$ cat src/rtl/rtcb_pkg.sv
package rtcb_pkg;
  localparam int BYTE_W   = 8;
  localparam int BORDER_W = 4;

  typedef struct packed {
    logic                start;
    logic                dir;
    logic                frame;
    logic                rsv;
    logic [BORDER_W-1:0] border;
  } ctrl_t;
endpackage

$ cat src/rtl/rtcb_regs.sv
module rtcb_regs
  import rtcb_pkg::*;
(
  input  logic              clk,
  input  logic              rst_n,
  input  logic              wr_data_en,
  input  logic              wr_ctrl_en,
  input  logic [BYTE_W-1:0] wdata,
  input  logic              done,
  input  logic              rx_load,
  input  logic [BYTE_W-1:0] rx_byte,
  output ctrl_t             ctrl_q,
  output logic [BYTE_W-1:0] data_q
);
  ctrl_t ctrl_wr;

  always_comb begin
    ctrl_wr     = ctrl_t'(wdata);
    ctrl_wr.rsv = 1'b0;
  end

  always_ff @(posedge clk) begin
    if (!rst_n) begin
      ctrl_q <= '0;
    end else begin
      if (wr_ctrl_en) begin
        if (ctrl_q.start) ctrl_q.border <= ctrl_wr.border;
        else              ctrl_q        <= ctrl_wr;
      end
      if (done) ctrl_q.start <= 1'b0;
    end
  end

  always_ff @(posedge clk) begin
    if (!rst_n)                           data_q <= '0;
    else if (rx_load)                     data_q <= rx_byte;
    else if (wr_data_en && !ctrl_q.start) data_q <= wdata;
  end
endmodule

$ cat src/rtl/rtcb_seq.sv
module rtcb_seq (
  input  logic clk,
  input  logic rst_n,
  input  logic busy,
  input  logic req_ready,
  input  logic rsp_valid,
  output logic req_valid,
  output logic rsp_ready,
  output logic done
);
  logic issued_q;

  assign req_valid = busy && !issued_q;
  assign rsp_ready = issued_q;
  assign done      = issued_q && rsp_valid;

  always_ff @(posedge clk) begin
    if (!rst_n)                     issued_q <= 1'b0;
    else if (done)                  issued_q <= 1'b0;
    else if (req_valid && req_ready) issued_q <= 1'b1;
  end
endmodule

$ cat src/rtl/rtcb_eof.sv
module rtcb_eof (
  input  logic clk,
  input  logic rst_n,
  input  logic frame,
  output logic eof
);
  logic frame_d;

  always_ff @(posedge clk) begin
    if (!rst_n) frame_d <= 1'b0;
    else        frame_d <= frame;
  end

  assign eof = frame_d && !frame;
endmodule

$ cat src/rtl/rtcb_bridge.sv
module rtcb_bridge
  import rtcb_pkg::*;
(
  input  logic              clk,
  input  logic              rst_n,
  input  logic              host_sel,
  input  logic              host_wr,
  input  logic              host_addr,
  input  logic [BYTE_W-1:0] host_wdata,
  output logic [BYTE_W-1:0] host_rdata,
  output logic              eng_req_valid,
  input  logic              eng_req_ready,
  output logic              eng_req_dir,
  output logic [BYTE_W-1:0] eng_req_byte,
  output logic              eng_frame,
  output logic              eng_eof,
  input  logic              eng_rsp_valid,
  output logic              eng_rsp_ready,
  input  logic [BYTE_W-1:0] eng_rsp_byte
);
  ctrl_t             ctrl_q;
  logic [BYTE_W-1:0] data_q;
  logic              wr_data_en, wr_ctrl_en, done;

  assign wr_data_en = host_sel && host_wr && !host_addr;
  assign wr_ctrl_en = host_sel && host_wr &&  host_addr;

  rtcb_regs u_regs (
    .clk        (clk),
    .rst_n      (rst_n),
    .wr_data_en (wr_data_en),
    .wr_ctrl_en (wr_ctrl_en),
    .wdata      (host_wdata),
    .done       (done),
    .rx_load    (done && ctrl_q.dir),
    .rx_byte    (eng_rsp_byte),
    .ctrl_q     (ctrl_q),
    .data_q     (data_q)
  );

  rtcb_seq u_seq (
    .clk       (clk),
    .rst_n     (rst_n),
    .busy      (ctrl_q.start),
    .req_ready (eng_req_ready),
    .rsp_valid (eng_rsp_valid),
    .req_valid (eng_req_valid),
    .rsp_ready (eng_rsp_ready),
    .done      (done)
  );

  rtcb_eof u_eof (
    .clk   (clk),
    .rst_n (rst_n),
    .frame (ctrl_q.frame),
    .eof   (eng_eof)
  );

  assign eng_req_dir  = ctrl_q.dir;
  assign eng_req_byte = data_q;
  assign eng_frame    = ctrl_q.frame;
  assign host_rdata   = host_addr ? BYTE_W'(ctrl_q) : data_q;
endmodule

$ cat config.mk
export PLATFORM = sky130hd
export DESIGN_NAME = rtcb_bridge
export DESIGN_NICKNAME = d
export VERILOG_FILES = /design/src/rtl/rtcb_pkg.sv /design/src/rtl/rtcb_regs.sv /design/src/rtl/rtcb_seq.sv /design/src/rtl/rtcb_eof.sv /design/src/rtl/rtcb_bridge.sv
export SDC_FILE = /design/constraint.sdc
export NUM_CORES = 1
export LEC_CHECK = 0
export CAP_MARGIN = 5
export CORE_UTILIZATION = 37
export CTS_CLUSTER_DIAMETER = 200
export DETAILED_ROUTE_END_ITERATION = 7
export GPL_ROUTABILITY_DRIVEN = 0
export GPL_TIMING_DRIVEN = 0
export PLACE_DENSITY = 0.77
export SLEW_MARGIN = 40
export SYNTH_ARGS = -nofsm -noshare
export SYNTH_HDL_FRONTEND = slang
export SYNTH_SLANG_ARGS = --single-unit
export TNS_END_PERCENT = 100
$ cat constraint.sdc
create_clock -name clk -period 1.27 [get_ports clk]
set_input_delay 0.254 -clock clk [delete_from_list [all_inputs] [get_ports clk]]
set_output_delay 0.254 -clock clk [all_outputs]
set_load 0.005 [all_outputs]
; ---- After elaboration in Yosys (flattened, before gate mapping)
; Cells that the tools add are included.
[classes]
mux = 4
bitwise = 2
reduce_logical = 16
[op_table]
columns = op, n
row1 = 8-bit two-way mux, 3
row2 = 1-bit logical AND, 9
row3 = 1-bit zero test, 4
row4 = 4-bit two-way mux, 1
row5 = 1-bit NOT, 2
row6 = 2-bit AND reduction, 1
row7 = 2-bit nonzero test, 1
row8 = 2-bit OR reduction, 1
[word_totals]
register_bits = 17
in_bits = 23
output_inout_bits = 21
word_cells = 29

; ---- Longest topological paths before layout
; Gate-level depths: netlist of the first run.
[logic_depth]
ltp_word = 5
depth_mapped = 4
depth_no_buf = 3

; ---- By module
; A second synthesis of the first run with hierarchy kept.
[unflattened]
hier_cells = 83
hier_area_um2 = 877.1
[modules_own_cells]
columns = module, instances, cells_each, area_per_inst_um2, seq_area_each_um2
row1 = rtcb_regs, 1, 62, 631.9, 300.3
row2 = rtcb_bridge, 1, 12, 155.1, 0.0
row3 = rtcb_seq, 1, 6, 53.8, 20.0
row4 = rtcb_eof, 1, 3, 36.3, 20.0

; ---- Worst setup path before layout of the first run
; Ideal clock, no wire load.
[synth_path]
path_kind = register to register
startpoint = register u_regs.ctrl_q[7] (netlist name)
endpoint = register u_regs.data_q[0]
setup_time_ps = 132
arrival_ps = 941
required_time_ps = 1138
slack_ps = 198
path_stages_with_launch = 5
path_buffers = 1
synth_period_minus_slack_ps = 1072
cell_sequence = dfxtp_1 -> and4bb_1 -> buf_6 -> mux2i_1 -> a21oi_1
[synth_via]
elab_chain_len = 3
[synth_lines]
columns = element, line_no
row1 = 1-bit zero test, rtcb_regs.sv:37  ; else if (wr_data_en && !ctrl_q.start) data_q <= wdata;
row2 = 1-bit logical AND, rtcb_regs.sv:37
row3 = 2-bit nonzero test (no line), n/a
row4 = to (signal assigned), rtcb_regs.sv:36  ; else if (rx_load) data_q <= rx_byte;
row5 = to (signal assigned), rtcb_regs.sv:37
row6 = to (decl), rtcb_regs.sv:13  ; output logic [BYTE_W-1:0] data_q
; No other way between the ends.
; A chain may end at the register's enable or synchronous reset.

; ---- Worst setup path in the final report of the first run
[layout_path]
startpoint = register u_regs.ctrl_q[7] (netlist name)
endpoint = register u_regs.data_q[7]
[layout_via]
elab_chain_len = 3
[layout_lines]
columns = element, line_no
row1 = 1-bit zero test, rtcb_regs.sv:37
row2 = 1-bit logical AND, rtcb_regs.sv:37
row3 = 2-bit nonzero test (no line), n/a
; No other way between the ends.

==> results.md, run 1 <==
* Hpwl dp at around 1500 um
* Top cells by area, synth: dfxtp_1 (43%), mux2i_1 (18%), mux2_1 (9.9%)
* Share of the synthesized area in the top cell type at 0.428
* TritonCTS clock tree: built
* Syn nets at 102
* Ant diodes at 0
* Grt ovf at 0
* Worst-path clk slew at 110 ps
* Minimum clock period after layout at around 1300 ps
* Failing checks: negative setup slack
* Die X at 48.4 um
* Die H at 48.4 um
* Final nets at 160
* Maximum clock insertion buffer count at 2
* Setup violations, final at 12
* Global-route wire length before repair at 3620 um
* CP most frequent cell: buf_6
* Worst slew pin tran at 305 ps
* ANT nets after route at 0
* CP Buf/Inv Count at 2
* Clock Latency Late Sink at 290 ps
* CP startpoint kind: register
* Largest net degree at the start of global routing at 11
* Core Footprint at 0.00198 mm^2
* Fmax at 758 MHz
* Synthesized cell area at approximately 800 um^2
* Vias in the first global route at slightly above 800
* Core Rows at 16
* Clock root cell: clkbuf_4
* Design area at 0.00143 mm^2
* IO Pins at 44
* Sequential Area at roughly 360 um^2
* Initial antenna violation count at 0
* Worst VDD drop at 0.552 mV
* Final Hold Vio Count at 0
* Share of cells above drive strength 1 at 0.368
* Drt drc at 0
* Vias per std cell at about 5.0
* Fin worst setup slack at -49.0 ps
* Critical Path AT at 1500 ps
* CTS Hold Bufs at 0
* CP peak stage delay at 350 ps
* Worst min-delay path class: in -> reg
* Crit share post-route at 1.04
* Final core occ at 0.722
* Final Max Tran Viols at 0
* Clk sinks at 17
* Die area at between 0.002 and 0.0025 mm^2
* Effective utilization at floorplan at 0.402
* Syn_area_per_cell at 10.1 um^2
* Outcome: finished with violations
* Total Routing Usage GR at 0.200
* Worst-path cell chain: buf_6 > and4bb_1 > buf_6 > mux2i_1 > a21oi_1
* Type of destination of the critical path: register
* Clock Skew at roughly 14 ps
* Port buffer count at 43
* Cell count after synthesis at 79
* CP max-delay cell: dfxtp_2
* Post-synthesis cell type count at 18
* Yosys warns at 0
* Pre-Repair DR Iteration Count at 2
* Max Cap Viol at 0
* Multi-input gate area at 462 um^2
* Critical path class: reg -> reg
* Worst rel slew slack at 0.796
* Routed length per instance at 13.9 um
* Area Growth Syn to Fin at 79.7%
* Area leader, netlist: dfxtp_1
* Sequential-to-total area share from yosys stat at 0.428
* Setup repair after global routing missed its margin: yes
* First DRT Iteration DRCs at 2
* Pwr dens at between 700 and 800 mW/mm^2
* Total number of vias at 810
* Crit-path leading delay family: flip-flops
* Final wirelength at 2260 um
* Placed cell area at 0.00126 mm^2
* WHS at 469 ps
* Leakage at 0.669 nW
* CP Max Fanout at 8
* CTS buffer count at 3
* Number of synthesized register bits at 17
* Layout fillers at between 100 and 150
* Htree depth at 1
* Worst endpoint required time at 1450 ps
-- area by class of cell --
type / instances / share of cell area
Buffer: 4 / 0.0245
Clock buffer: 3 / 0.0157
Clock inverter: 1 / 0.00350
Inverter: 1 / 0.00262
Multi-Input combinational cell: 57 / 0.323
Sequential cell: 17 / 0.251
Tap cell: 27 / 0.0236
Timing Repair Buffer: 53 / 0.356
-- report_power, final --
part | internal, mW | leakage (nW) | switching (mW)
Clock | 0.117 | 0.0177 | 0.176
Sequential | 0.551 | 0.144 | 0.0120
Combinational | 0.157 | 0.507 | 0.0787
-- cells in the final DEF (no fill, tap or decap), drive strengths merged, types with 2 or more instances in the layout --
master,n
nand2,2
mux2i,14
mux2,7
nor2b,9
clkbuf,6
a21oi,8
dlygate4sd2,11
nand3,2
buf,22
dfxtp,17
and2,2
o21ai,8
clkdlybuf4s50,21
-- Yosys cell counts --
master,instances
mux2_1,7
nand3_1,2
nand2_1,2
clkbuf_1,2
a21oi_1,8
mux2i_1,14
nor2_1,1
inv_1,1
nand4b_1,1
a41oi_1,1
nor2b_1,9
o21ai_0,8
a22o_1,1
dfxtp_1,17
and2_1,2
buf_6,1
buf_2,1
and4bb_1,1
-- worst reg2reg max path, delay by kind of cell (launching register included) --
kind | cells | cell delay [ps]
buf+inv | 2 | 280
mux | 1 | 220
flops | 1 | 350
compound gates | 1 | 90
simple gates | 1 | 270
-- flip-flops by register name, indices dropped and copies added, names as in the netlist --
signal	count
u_eof.frame_d	1
u_regs.ctrl_q	7
u_regs.data_q	8
u_seq.rsp_ready	1
-- through the flow --
stage / power (mW) / worst slack (ps) / setup TNS (ps) / std cells
finish: 1.09 / -49.0 / -159 / 163
global route: 1.14 / -106 / -821 / 163
CTS: 1.09 / -114 / -299 / 161
detailed placement: 0.778 / -822 / -10930 / 149
global placement: 0.775 / -804 / -10730 / 149
floorplan: 0.644 / 198 / 0 / 79
-- timing repair --
action                     4_1_cts  5_1_grt
buffers inserted                 7        2
cloned                           1        0
pin swaps                        4        5
setup endpoints to repair       31       18
resized for setup               86       12
-- kinds of logic after synthesis --
kind of cell | count (synthesis) | share of synthesized area
compound gates | 18 | 0.123
buf+inv | 5 | 0.0346
mux | 21 | 0.275
flops | 17 | 0.428
simple gates | 18 | 0.140
-- worst paths after layout --
check / start / to / slack (ps) / depth (start not counted)
setup / recovery: u_regs.ctrl_q[7] / u_regs.data_q[7] / -50 / 5
hold / removal: host_addr / u_regs.ctrl_q[7] / 470 / 5
setup reg to reg: u_regs.ctrl_q[7] / u_regs.data_q[7] / -50 / 5
hold reg to reg: u_regs.ctrl_q[3] / u_regs.ctrl_q[3] / 530 / 2
-- per-layer routing --
| metal | vias up | track usage | part of all wire |
|---|---|---|---|
| met2 | 27 | 0.333 | 0.49 |
| met1 | 383 | 0.241 | 0.44 |
| met4 | 0 | 0.0784 | 0.014 |
| li1 | 396 | - | - |
| met5 | - | 0 | 0 |
| met3 | 4 | 0.0597 | 0.061 |
Note: power is estimated with default switching activity, not from simulation.
==> inputs of run 2 (changes only) <==
Settings changed: TNS_END_PERCENT 100 to unset.
==> results of run 2 <==
Same layout as run 1: the final DEF is identical, and so are final timing and power.
